<file path="config.mk">
export PLATFORM = sky130hd
export DESIGN_NAME = txf_host_port
export DESIGN_NICKNAME = d
export VERILOG_FILES = /design/src/rtl/txf_pkg.sv /design/src/rtl/txf_lane_steer.sv /design/src/rtl/txf_wr_ctrl.sv /design/src/rtl/txf_byte_store.sv /design/src/rtl/txf_host_port.sv
export SDC_FILE = /design/constraint.sdc
export NUM_CORES = 1
export LEC_CHECK = 0
export BUFFER_PORTS_ARGS = -buffer_cell sky130_fd_sc_hd__buf_2
export CORE_ASPECT_RATIO = 0.8
export CORE_MARGIN = 10
export CORE_UTILIZATION = 45
export CTS_CLUSTER_DIAMETER = 60
export DETAILED_ROUTE_END_ITERATION = 7
export MAX_ROUTING_LAYER = met4
export PLACE_DENSITY = 0.68
export SLEW_MARGIN = 40
export SYNTH_ARGS = -nofsm -noshare
export SYNTH_HDL_FRONTEND = slang
export SYNTH_SLANG_ARGS = --single-unit
</file>
<file path="constraint.sdc">
create_clock -name clk -period 4.45 [get_ports clk]
set_clock_uncertainty 0.15 [all_clocks]
set_input_delay 0.2225 -clock clk [delete_from_list [all_inputs] [get_ports clk]]
set_output_delay 0.2225 -clock clk [all_outputs]
set_load 0.02 [all_outputs]
</file>
<file path="src/rtl/txf_pkg.sv">
package txf_pkg;
    typedef struct packed {
        logic       eof;
        logic [7:0] data;
    } txf_entry_t;

    typedef enum logic [1:0] {
        ST_IDLE = 2'd0,
        ST_ACK  = 2'd1,
        ST_DENY = 2'd2
    } txf_state_t;
endpackage

</file>
<file path="src/rtl/txf_lane_steer.sv">
module txf_lane_steer
    import txf_pkg::*;
(
    input  logic [1:0]  be,
    input  logic [15:0] wdata,
    input  logic        swap,
    input  logic        last,
    output logic [1:0]  nbytes,
    output txf_entry_t  first,
    output txf_entry_t  second
);
    logic [7:0] lo_b, hi_b;
    assign lo_b = wdata[7:0];
    assign hi_b = wdata[15:8];

    always_comb begin
        nbytes = 2'd0;
        first  = '0;
        second = '0;
        unique case (be)
            2'b11: begin
                nbytes      = 2'd2;
                first.data  = swap ? hi_b : lo_b;
                second.data = swap ? lo_b : hi_b;
                second.eof  = last;
            end
            2'b01: begin
                nbytes     = 2'd1;
                first.data = lo_b;
                first.eof  = last;
            end
            2'b10: begin
                nbytes     = 2'd1;
                first.data = hi_b;
                first.eof  = last;
            end
            default: nbytes = 2'd0;
        endcase
    end
endmodule

</file>
<file path="src/rtl/txf_wr_ctrl.sv">
module txf_wr_ctrl
    import txf_pkg::*;
#(
    parameter int CNT_W = 6
) (
    input  logic             clk,
    input  logic             rst_n,
    input  logic             cs,
    input  logic             we,
    input  logic [1:0]       need,
    input  logic [CNT_W-1:0] free,
    output logic [1:0]       push_n,
    output logic             dtv
);
    txf_state_t state, state_nx;
    logic       accept;

    assign accept = (state == ST_IDLE) && cs && we && (need != 2'd0)
                    && (free >= CNT_W'(need));

    always_ff @(posedge clk or negedge rst_n) begin
        if (!rst_n) state <= ST_IDLE;
        else        state <= state_nx;
    end

    always_comb begin
        state_nx = ST_IDLE;
        unique case (state)
            ST_IDLE: begin
                if (cs) state_nx = accept ? ST_ACK : ST_DENY;
                else    state_nx = ST_IDLE;
            end
            ST_ACK:  state_nx = ST_IDLE;
            ST_DENY: state_nx = ST_IDLE;
            default: state_nx = ST_IDLE;
        endcase
    end

    always_comb begin
        push_n = accept ? need : 2'd0;
        dtv    = (state == ST_ACK);
    end


    ack_pulse_chk: assert property (@(posedge clk) disable iff (!rst_n)
        dtv |=> !dtv);

    read_no_ack_chk: assert property (@(posedge clk) disable iff (!rst_n)
        (state == ST_IDLE && cs && !we) |=> !dtv);

    busy_drop_chk: assert property (@(posedge clk) disable iff (!rst_n)
        (state != ST_IDLE && cs) |=> !dtv);
endmodule

</file>
<file path="src/rtl/txf_byte_store.sv">
module txf_byte_store
    import txf_pkg::*;
#(
    parameter int DEPTH = 32,
    parameter int CNT_W = $clog2(DEPTH + 1)
) (
    input  logic             clk,
    input  logic             rst_n,
    input  logic [1:0]       push_n,
    input  txf_entry_t       in0,
    input  txf_entry_t       in1,
    input  logic             pop,
    output txf_entry_t       head,
    output logic [CNT_W-1:0] count
);
    localparam int PTR_W = $clog2(DEPTH);

    txf_entry_t       mem [DEPTH];
    logic [PTR_W-1:0] wp, rp;
    logic             do_pop;

    assign do_pop = pop && (count != '0);
    assign head   = mem[rp];

    always_ff @(posedge clk) begin
        if (push_n != 2'd0) mem[wp] <= in0;
        if (push_n == 2'd2) mem[wp + PTR_W'(1)] <= in1;
    end

    always_ff @(posedge clk or negedge rst_n) begin
        if (!rst_n) begin
            wp    <= '0;
            rp    <= '0;
            count <= '0;
        end else begin
            wp    <= wp + PTR_W'(push_n);
            if (do_pop) rp <= rp + PTR_W'(1);
            count <= count + CNT_W'(push_n) - CNT_W'(do_pop);
        end
    end


    no_overflow_chk: assert property (@(posedge clk) disable iff (!rst_n)
        count <= CNT_W'(DEPTH));

    empty_pop_chk: assert property (@(posedge clk) disable iff (!rst_n)
        (count == '0 && pop && push_n == 2'd0) |=> (count == '0));
endmodule

</file>
<file path="src/rtl/txf_host_port.sv">
module txf_host_port
    import txf_pkg::*;
#(
    parameter int DEPTH    = 32,
    parameter int REQ_FREE = 16
) (
    input  logic        clk,
    input  logic        rst_n,
    input  logic        host_cs,
    input  logic        host_we,
    input  logic [1:0]  host_be,
    input  logic [15:0] host_wdata,
    input  logic        host_last,
    input  logic        cfg_swap,
    output logic        host_dtv,
    output logic        tx_req,
    input  logic        mac_pop,
    output logic        mac_valid,
    output logic [7:0]  mac_data,
    output logic        mac_eof
);
    localparam int CNT_W = $clog2(DEPTH + 1);

    logic [1:0]       nbytes, push_n;
    txf_entry_t       ent0, ent1, head;
    logic [CNT_W-1:0] count, free;

    assign free = CNT_W'(DEPTH) - count;

    txf_lane_steer u_steer (
        .be     (host_be),
        .wdata  (host_wdata),
        .swap   (cfg_swap),
        .last   (host_last),
        .nbytes (nbytes),
        .first  (ent0),
        .second (ent1)
    );

    txf_wr_ctrl #(.CNT_W(CNT_W)) u_ctrl (
        .clk    (clk),
        .rst_n  (rst_n),
        .cs     (host_cs),
        .we     (host_we),
        .need   (nbytes),
        .free   (free),
        .push_n (push_n),
        .dtv    (host_dtv)
    );

    txf_byte_store #(.DEPTH(DEPTH), .CNT_W(CNT_W)) u_store (
        .clk    (clk),
        .rst_n  (rst_n),
        .push_n (push_n),
        .in0    (ent0),
        .in1    (ent1),
        .pop    (mac_pop),
        .head   (head),
        .count  (count)
    );

    assign tx_req    = free >= CNT_W'(REQ_FREE);
    assign mac_valid = count != '0;
    assign mac_data  = head.data;
    assign mac_eof   = head.eof;


    req_fall_chk: assert property (@(posedge clk) disable iff (!rst_n)
        $fell(tx_req) |-> $past(push_n != 2'd0));
endmodule

</file>
==> impl_metrics.csv, run 1 <==
group,metric,value,unit
route,vias,9966,
setup_path,arrival,3870,ps
global_route,met3_usage,4.461,%
setup_path,rr_startpoint,"u_store.count[0]",
synth,syn_inst,1099,
final_layout,final_cell_mix,"edfxtp_1 (288), mux2i_1 (266), mux4_2 (81)",
global_route,grt_use_met2,29.60,%
cts,cts-root-buf,"clkbuf_16",
setup_path,r2r-end,"u_store.count[5]",
route,totalWireLength,43.19,mm
setup_path,critPathKind,"reg -> reg",
timing,tns,0,ps
cts,clkSinkCount,306,
final_layout,final_common_cell,"edfxtp_1",
global_route,globalRouteTotalUtil,20.05,%
floorplan,die_x,233.0,microns
flow_run,max_cap_viol_count,0,
timing,final_max_slew_viol_count,0,
setup_path,worstPathMaxFanout,12,
power_and_ir_drop,p_leak,0.006678,uW
global_route,grt_start_max_net_pins,40,
timing,fin_crit,3593,ps
route,first_iter_violations,1273,
setup_path,critPathCaptureType,"flop",
global_route,grt_overflow_total,0,
floorplan,core,0.03584,sq mm
timing,relSlewSlack,43.65,%
floorplan,pin_count,37,
synth,synth_warnings,0,
cts,cts-resized-gates,0,
setup_path,worstRegToRegCells,15,
timing,worst_pin_slew,838.9,ps
synth,synth.distinct_cells,52,
synth,ys_ff_latch,306,
final_layout,fin_nets,1174,
synth,yosysSeqAreaShare,55.72,%
place,place_congestion,0.9153,
place,io_buffers,36,
global_route,grt_pass1_vias,9857,
synth,synthFlopType,"edfxtp_1",
route,drc_errors,0,
power_and_ir_drop,peakVddDrop,451.5,uV
cts,cts_made_buffers,35,
route,vias_per_cell,6.114,
global_route,grt_pass1_wl,65.01,mm
route,drt.antenna.violating_nets,0,
cts,clk_pin_slew,60,ps
synth,synthArstFlopShare,5.882,%
timing,hold_violations,0,
floorplan,initial_utilization,45.56,%
floorplan,rows,62,
setup_path,critPathLaunchType,"flop",
timing,fin_crit_sh,80.74,%
synth,synth_edf_count,288,
timing,setup_violations,0,
outcome,status,"finished clean",
cts,cts_max_path_buffers,3,
global_route,antenna_found_initial,1,
timing,fmax,278.3,MHz
power_and_ir_drop,powerDensity,511.9,mW/mm^2
setup_path,reg2reg_slack,860,ps
power_and_ir_drop,power,9376,uW
final_layout,area.growth.synth_to_final,12.17,%
place,hpwl,27.84,mm
global_route,grt_use_met1,27.94,%
synth,syn-cell-area,0.01633,sq mm
synth,syn-num-nets,1148,
final_layout,drive_gt1_share,25.33,%
global_route,grt_busiest_layer,"met2",
min_path,hold_class,"in -> async",
timing,rsz0062_at_grt,"no",
floorplan,die_h,190.4,microns
setup_path,required,4730,ps
cts,htreeDepth,2,
route,first_pass_iters,5,
cts,clkLatencyLatePin,530,ps
synth,syn_area_per_cell,14.86,sq um
cts,cts_tree,"yes",
floorplan,dieArea,0.04435,sq mm
route,wl_per_cell,26.49,microns
## worst max-delay path, stage by stage, from the launching register on
cell and delay, ps:
dfrtp_1 370, inv_1 80, ha_1 310, ha_1 300, a211oi_1 270, a41o_2 410, inv_2 70, nand2_1 150
ha_1 250, inv_1 90, ha_1 230, a21o_1 160, a21oi_1 210, o21bai_1 90, a21oi_1 170, xor2_1 180
## logic make-up after synthesis
group           share of synthesized area [%]
mux                                     28.72
simple gates                            6.805
flops                                   55.72
buf+inv                                 3.027
compound gates                          2.989
fa+ha+maj                               1.931
xor+xnor                               0.8046
## area by class of cell
cell class / count / area, sq um
Antenna cell: 1 / 2.502
Clock buffer: 43 / 948.4
Clock inverter: 18 / 97.59
Fill cell: 3027 / 17520
Inverter: 19 / 71.32
Multi-Input combinational cell: 672 / 6863
Sequential cell: 306 / 9109
Tap cell: 480 / 600.6
Timing Repair Buffer: 91 / 623.1
## worst max path at each step
stage	cells past startpoint	start	to	slack [ps]
4_1_cts	6	u_store.rp[0]	mac_data[6]	730
2_1_floorplan	8	u_ctrl.state[1]	u_store.mem[13][0]	950
5_1_grt	15	u_store.count[0]	u_store.count[5]	700
6_report	15	u_store.count[0]	u_store.count[5]	860
3_3_place_gp	17	host_be[0]	u_store.count[5]	820
3_5_place_dp	17	host_be[0]	u_store.count[5]	650
## registers in the layout, summed over array words and instances, names as in the netlist
| signal | cells |
|---|---|
| u_store.mem | 288 |
| u_store.count | 6 |
| u_store.rp | 5 |
| u_store.wp | 5 |
| u_ctrl.state | 2 |
## per-stage QoR
stage | hold slack, ps | area [sq um] | utilization, % | instances | setup WS [ps]
after global placement | 32.40 | 17180 | 47.92 | 1565 | 815.7
final | 28.87 | 18320 | 51.10 | 1630 | 857.1
after CTS | 19.20 | 18280 | 51.00 | 1628 | 732.4
after global routing | 72.43 | 18320 | 51.10 | 1630 | 696.0
after detailed placement | 39.46 | 17210 | 48.02 | 1565 | 654.3
after floorplan | -223.1 | 16330 | - | 1099 | 952.5
## power breakdown
part           internal, uW  switching, uW
combinational          1330           1700
sequential             3290            361
clock                  1520           1170
## synthesized netlist by cell type, types with 9 or more instances
| cell type | instances | area, sq um |
|---|---|---|
| a21o_1 | 11 | 82.58 |
| a21oi_1 | 9 | 45.04 |
| buf_1 | 10 | 37.54 |
| buf_2 | 14 | 70.07 |
| clkbuf_1 | 74 | 277.8 |
| dfrtp_1 | 18 | 450.4 |
| edfxtp_1 | 288 | 8648 |
| ha_1 | 22 | 275.3 |
| inv_1 | 18 | 67.56 |
| mux2_2 | 18 | 202.7 |
| mux2i_1 | 266 | 2663 |
| mux4_2 | 81 | 1824 |
| nand2_1 | 64 | 240.2 |
| nand3_1 | 10 | 50.05 |
| nor2_1 | 24 | 90.09 |
| nor4_1 | 10 | 62.56 |
| o21ai_0 | 59 | 295.3 |
| xnor2_1 | 10 | 87.58 |
## routing by layer
layer | share of wire [%] | up-vias
met5 | 0 | -
met4 | 1.7 | 0
met1 | 44 | 5189
li1 | - | 4336
met3 | 8.6 | 52
met2 | 45 | 389
## what timing repair did
item                      4_1_cts  5_1_grt
hold endpoints to repair       19        0
buffers inserted                0        0
hold buffers                    2        0
Power figures use the tool's default switching activity.
==> run 2, diff against run 1 <==
==> constraint.sdc (replaced) <==
create_clock -name clk -period 3.4 [get_ports clk]
set_clock_uncertainty 0.15 [all_clocks]
set_input_delay 0.17 -clock clk [delete_from_list [all_inputs] [get_ports clk]]
set_output_delay 0.17 -clock clk [all_outputs]
set_load 0.02 [all_outputs]
==> run 2 against run 1 <==
Effect of this change: the flow now finishes with violations (negative hold slack); register-to-register slack got worse by 750 ps; first-iteration DRC count fell by 1.3%; cell area rose by 1.5%; cell count rose by 2.0%; combinational power rose by 49%; global-route usage rose by 0.25 points; hold slack got worse by 35 ps; critical path depth fell by 8; sequential cell count did not move; sequential power rose by 26%; wire length rose by 1.4%; die area did not move.
==> impl_metrics.csv, run 2 (synthesized netlist as in run 1, its figures left out) <==
group,metric,value,unit
outcome,status,"finished with violations",
outcome,failed_checks,"negative hold slack",
setup_path,arrival,3040,ps
place,place_area,0.01745,sq mm
setup_path,worstPathMaxFanout,4,
timing,fmax,297.6,MHz
floorplan,die_h,190.4,microns
timing,fin_crit,3360,ps
setup_path,crit_chain,"buf_2, buf_4, mux4_2, mux4_2, nand2_1, o21ai_0, buf_2",
place,place_inst,1592,
floorplan,pin_count,37,
setup_path,critPathCaptureType,"output pin",
place,place_congestion,0.9366,
setup_path,critPathLaunchType,"flop",
final_layout,final_cell_mix,"edfxtp_1 (288), mux2i_1 (266), buf_4 (84)",
route,drt.antenna.violating_nets,0,
floorplan,die_x,233.0,microns
place,hpwl,28.06,mm
final_layout,area.growth.synth_to_final,13.89,%
final_layout,largest_reg_flops,288,
final_layout,top_regs,"u_store.mem: 288 flops, u_store.count: 6 flops",
global_route,antenna_found_initial,2,
final_layout,final_common_cell,"edfxtp_1",
floorplan,dieArea,0.04435,sq mm
power_and_ir_drop,powerDensity,671.5,mW/mm^2
setup_path,crit_start,"u_store.rp[0]",
route,drc_errors,0,
timing,hold_violations,4,
timing,setup_violations,0,
setup_path,r2r-end,"u_store.count[5]",
final_layout,fin_nets,1210,
cts,clkLatencyLatePin,600,ps
cts,cts_tree,"yes",
global_route,grt_pass1_wl,66.02,mm
route,vias,10134,
route,wl_per_cell,26.34,microns
setup_path,reg2reg_slack,110,ps
cts,cts_max_path_buffers,3,
timing,final_max_slew_viol_count,0,
setup_path,setup.worst_path.end,"mac_data[5]",
setup_path,required,3080,ps
setup_path,worstRegToRegCells,15,
floorplan,initial_utilization,45.56,%
place,io_buffers,36,
route,first_pass_iters,6,
final_layout,multi_input_area,0.006894,sq mm
flow_run,max_cap_viol_count,0,
final_layout,drive_gt1_share,27.69,%
final_layout,finish.instance_area,0.01860,sq mm
cts,clkSinkCount,306,
global_route,globalRouteTotalUtil,20.30,%
cts,clk_pin_slew,70,ps
timing,whs,-5.978,ps
setup_path,cp_slowest_cell,"mux4_2",
route,first_iter_violations,1256,
global_route,grt_start_max_net_pins,40,
final_layout,largest-register,"u_store.mem",
cts,htreeDepth,1,
power_and_ir_drop,peakVddDrop,647.7,uV
timing,relSlewSlack,44.00,%
route,vias_per_cell,6.094,
final_layout,seq_area,0.009107,sq mm
setup_path,critPathKind,"reg -> out",
final_layout,fillerInstances,2957,
final_layout,final_cells,1663,
power_and_ir_drop,p_leak,0.006836,uW
route,totalWireLength,43.80,mm
min_path,hold_class,"in -> async",
cts,cts_made_buffers,31,
setup_path,rr_startpoint,"u_store.count[0]",
timing,fin_crit_sh,98.82,%
global_route,grt_pass1_vias,10225,
timing,worst_pin_slew,840.0,ps
floorplan,rows,62,
cts,cts-root-buf,"clkbuf_16",
setup_path,slowest_delay,550,ps
global_route,grt_overflow_total,0,
floorplan,core,0.03584,sq mm
-- run 2: through the flow --
stage / power (uW) / util [%] / setup TNS [ps] / setup slack, ps
5_1_grt: 13000 / 51.89 / -72.13 / -50.40
6_report: 12490 / 51.89 / 0 / 40.17
4_1_cts: 12330 / 51.65 / 0 / 23.19
2_1_floorplan: 7482 / - / -3283 / -97.51
3_3_place_gp: 8846 / 48.57 / 0 / 116.1
3_5_place_dp: 8939 / 48.70 / 0 / 51.60
-- run 2: worst min-delay path by stage --
stage | startpoint | end | cells after the start | slack, ps
floorplan | rst_n | u_ctrl.state[0] | 0 | -280
global placement | rst_n | u_store.count[4] | 1 | -30
detailed placement | rst_n | u_store.count[4] | 1 | -20
CTS | host_last | u_store.mem[30][8] | 3 | 2
global route | rst_n | u_store.rp[2] | 3 | 20
finish | rst_n | u_store.rp[4] | 3 | -6
-- run 2: metal layers --
metal / routed length (microns) / GRT usage (%)
met4: 924 / 4.562
met2: 20040 / 30.27
met1: 18670 / 27.13
met5: 0 / -
met3: 4168 / 5.814
-- run 2: final cells by class --
class	instances	area share [%]
tap	480	3.229
timing repair buffer	131	5.154
inverter	19	0.3835
multi-input combinational	672	37.07
sequential	306	48.97
antenna	2	0.02691
clock buffer	35	4.252
clock inverter	18	0.9083
-- run 2: what timing repair did --
item,4_1_cts,5_1_grt
resized for setup,0,9
setup buffers,5,5
endpoints found under the hold margin,24,0
hold buffers,6,0
endpoints found under the setup margin,5,9
-- run 2: critical path: cells and delay by family, from the launching register on --
kind | cells | cell delay [ps]
DFF | 1 | 430
and+or+nand+nor | 1 | 190
buffers and inverters | 3 | 610
AOI/OAI and AO/OA | 1 | 170
muxes | 2 | 1060
-- run 2: where the power goes --
part | internal [uW] | switching [uW]
clock | 1880 | 1470
combinational | 1960 | 2560
sequential | 4310 | 298
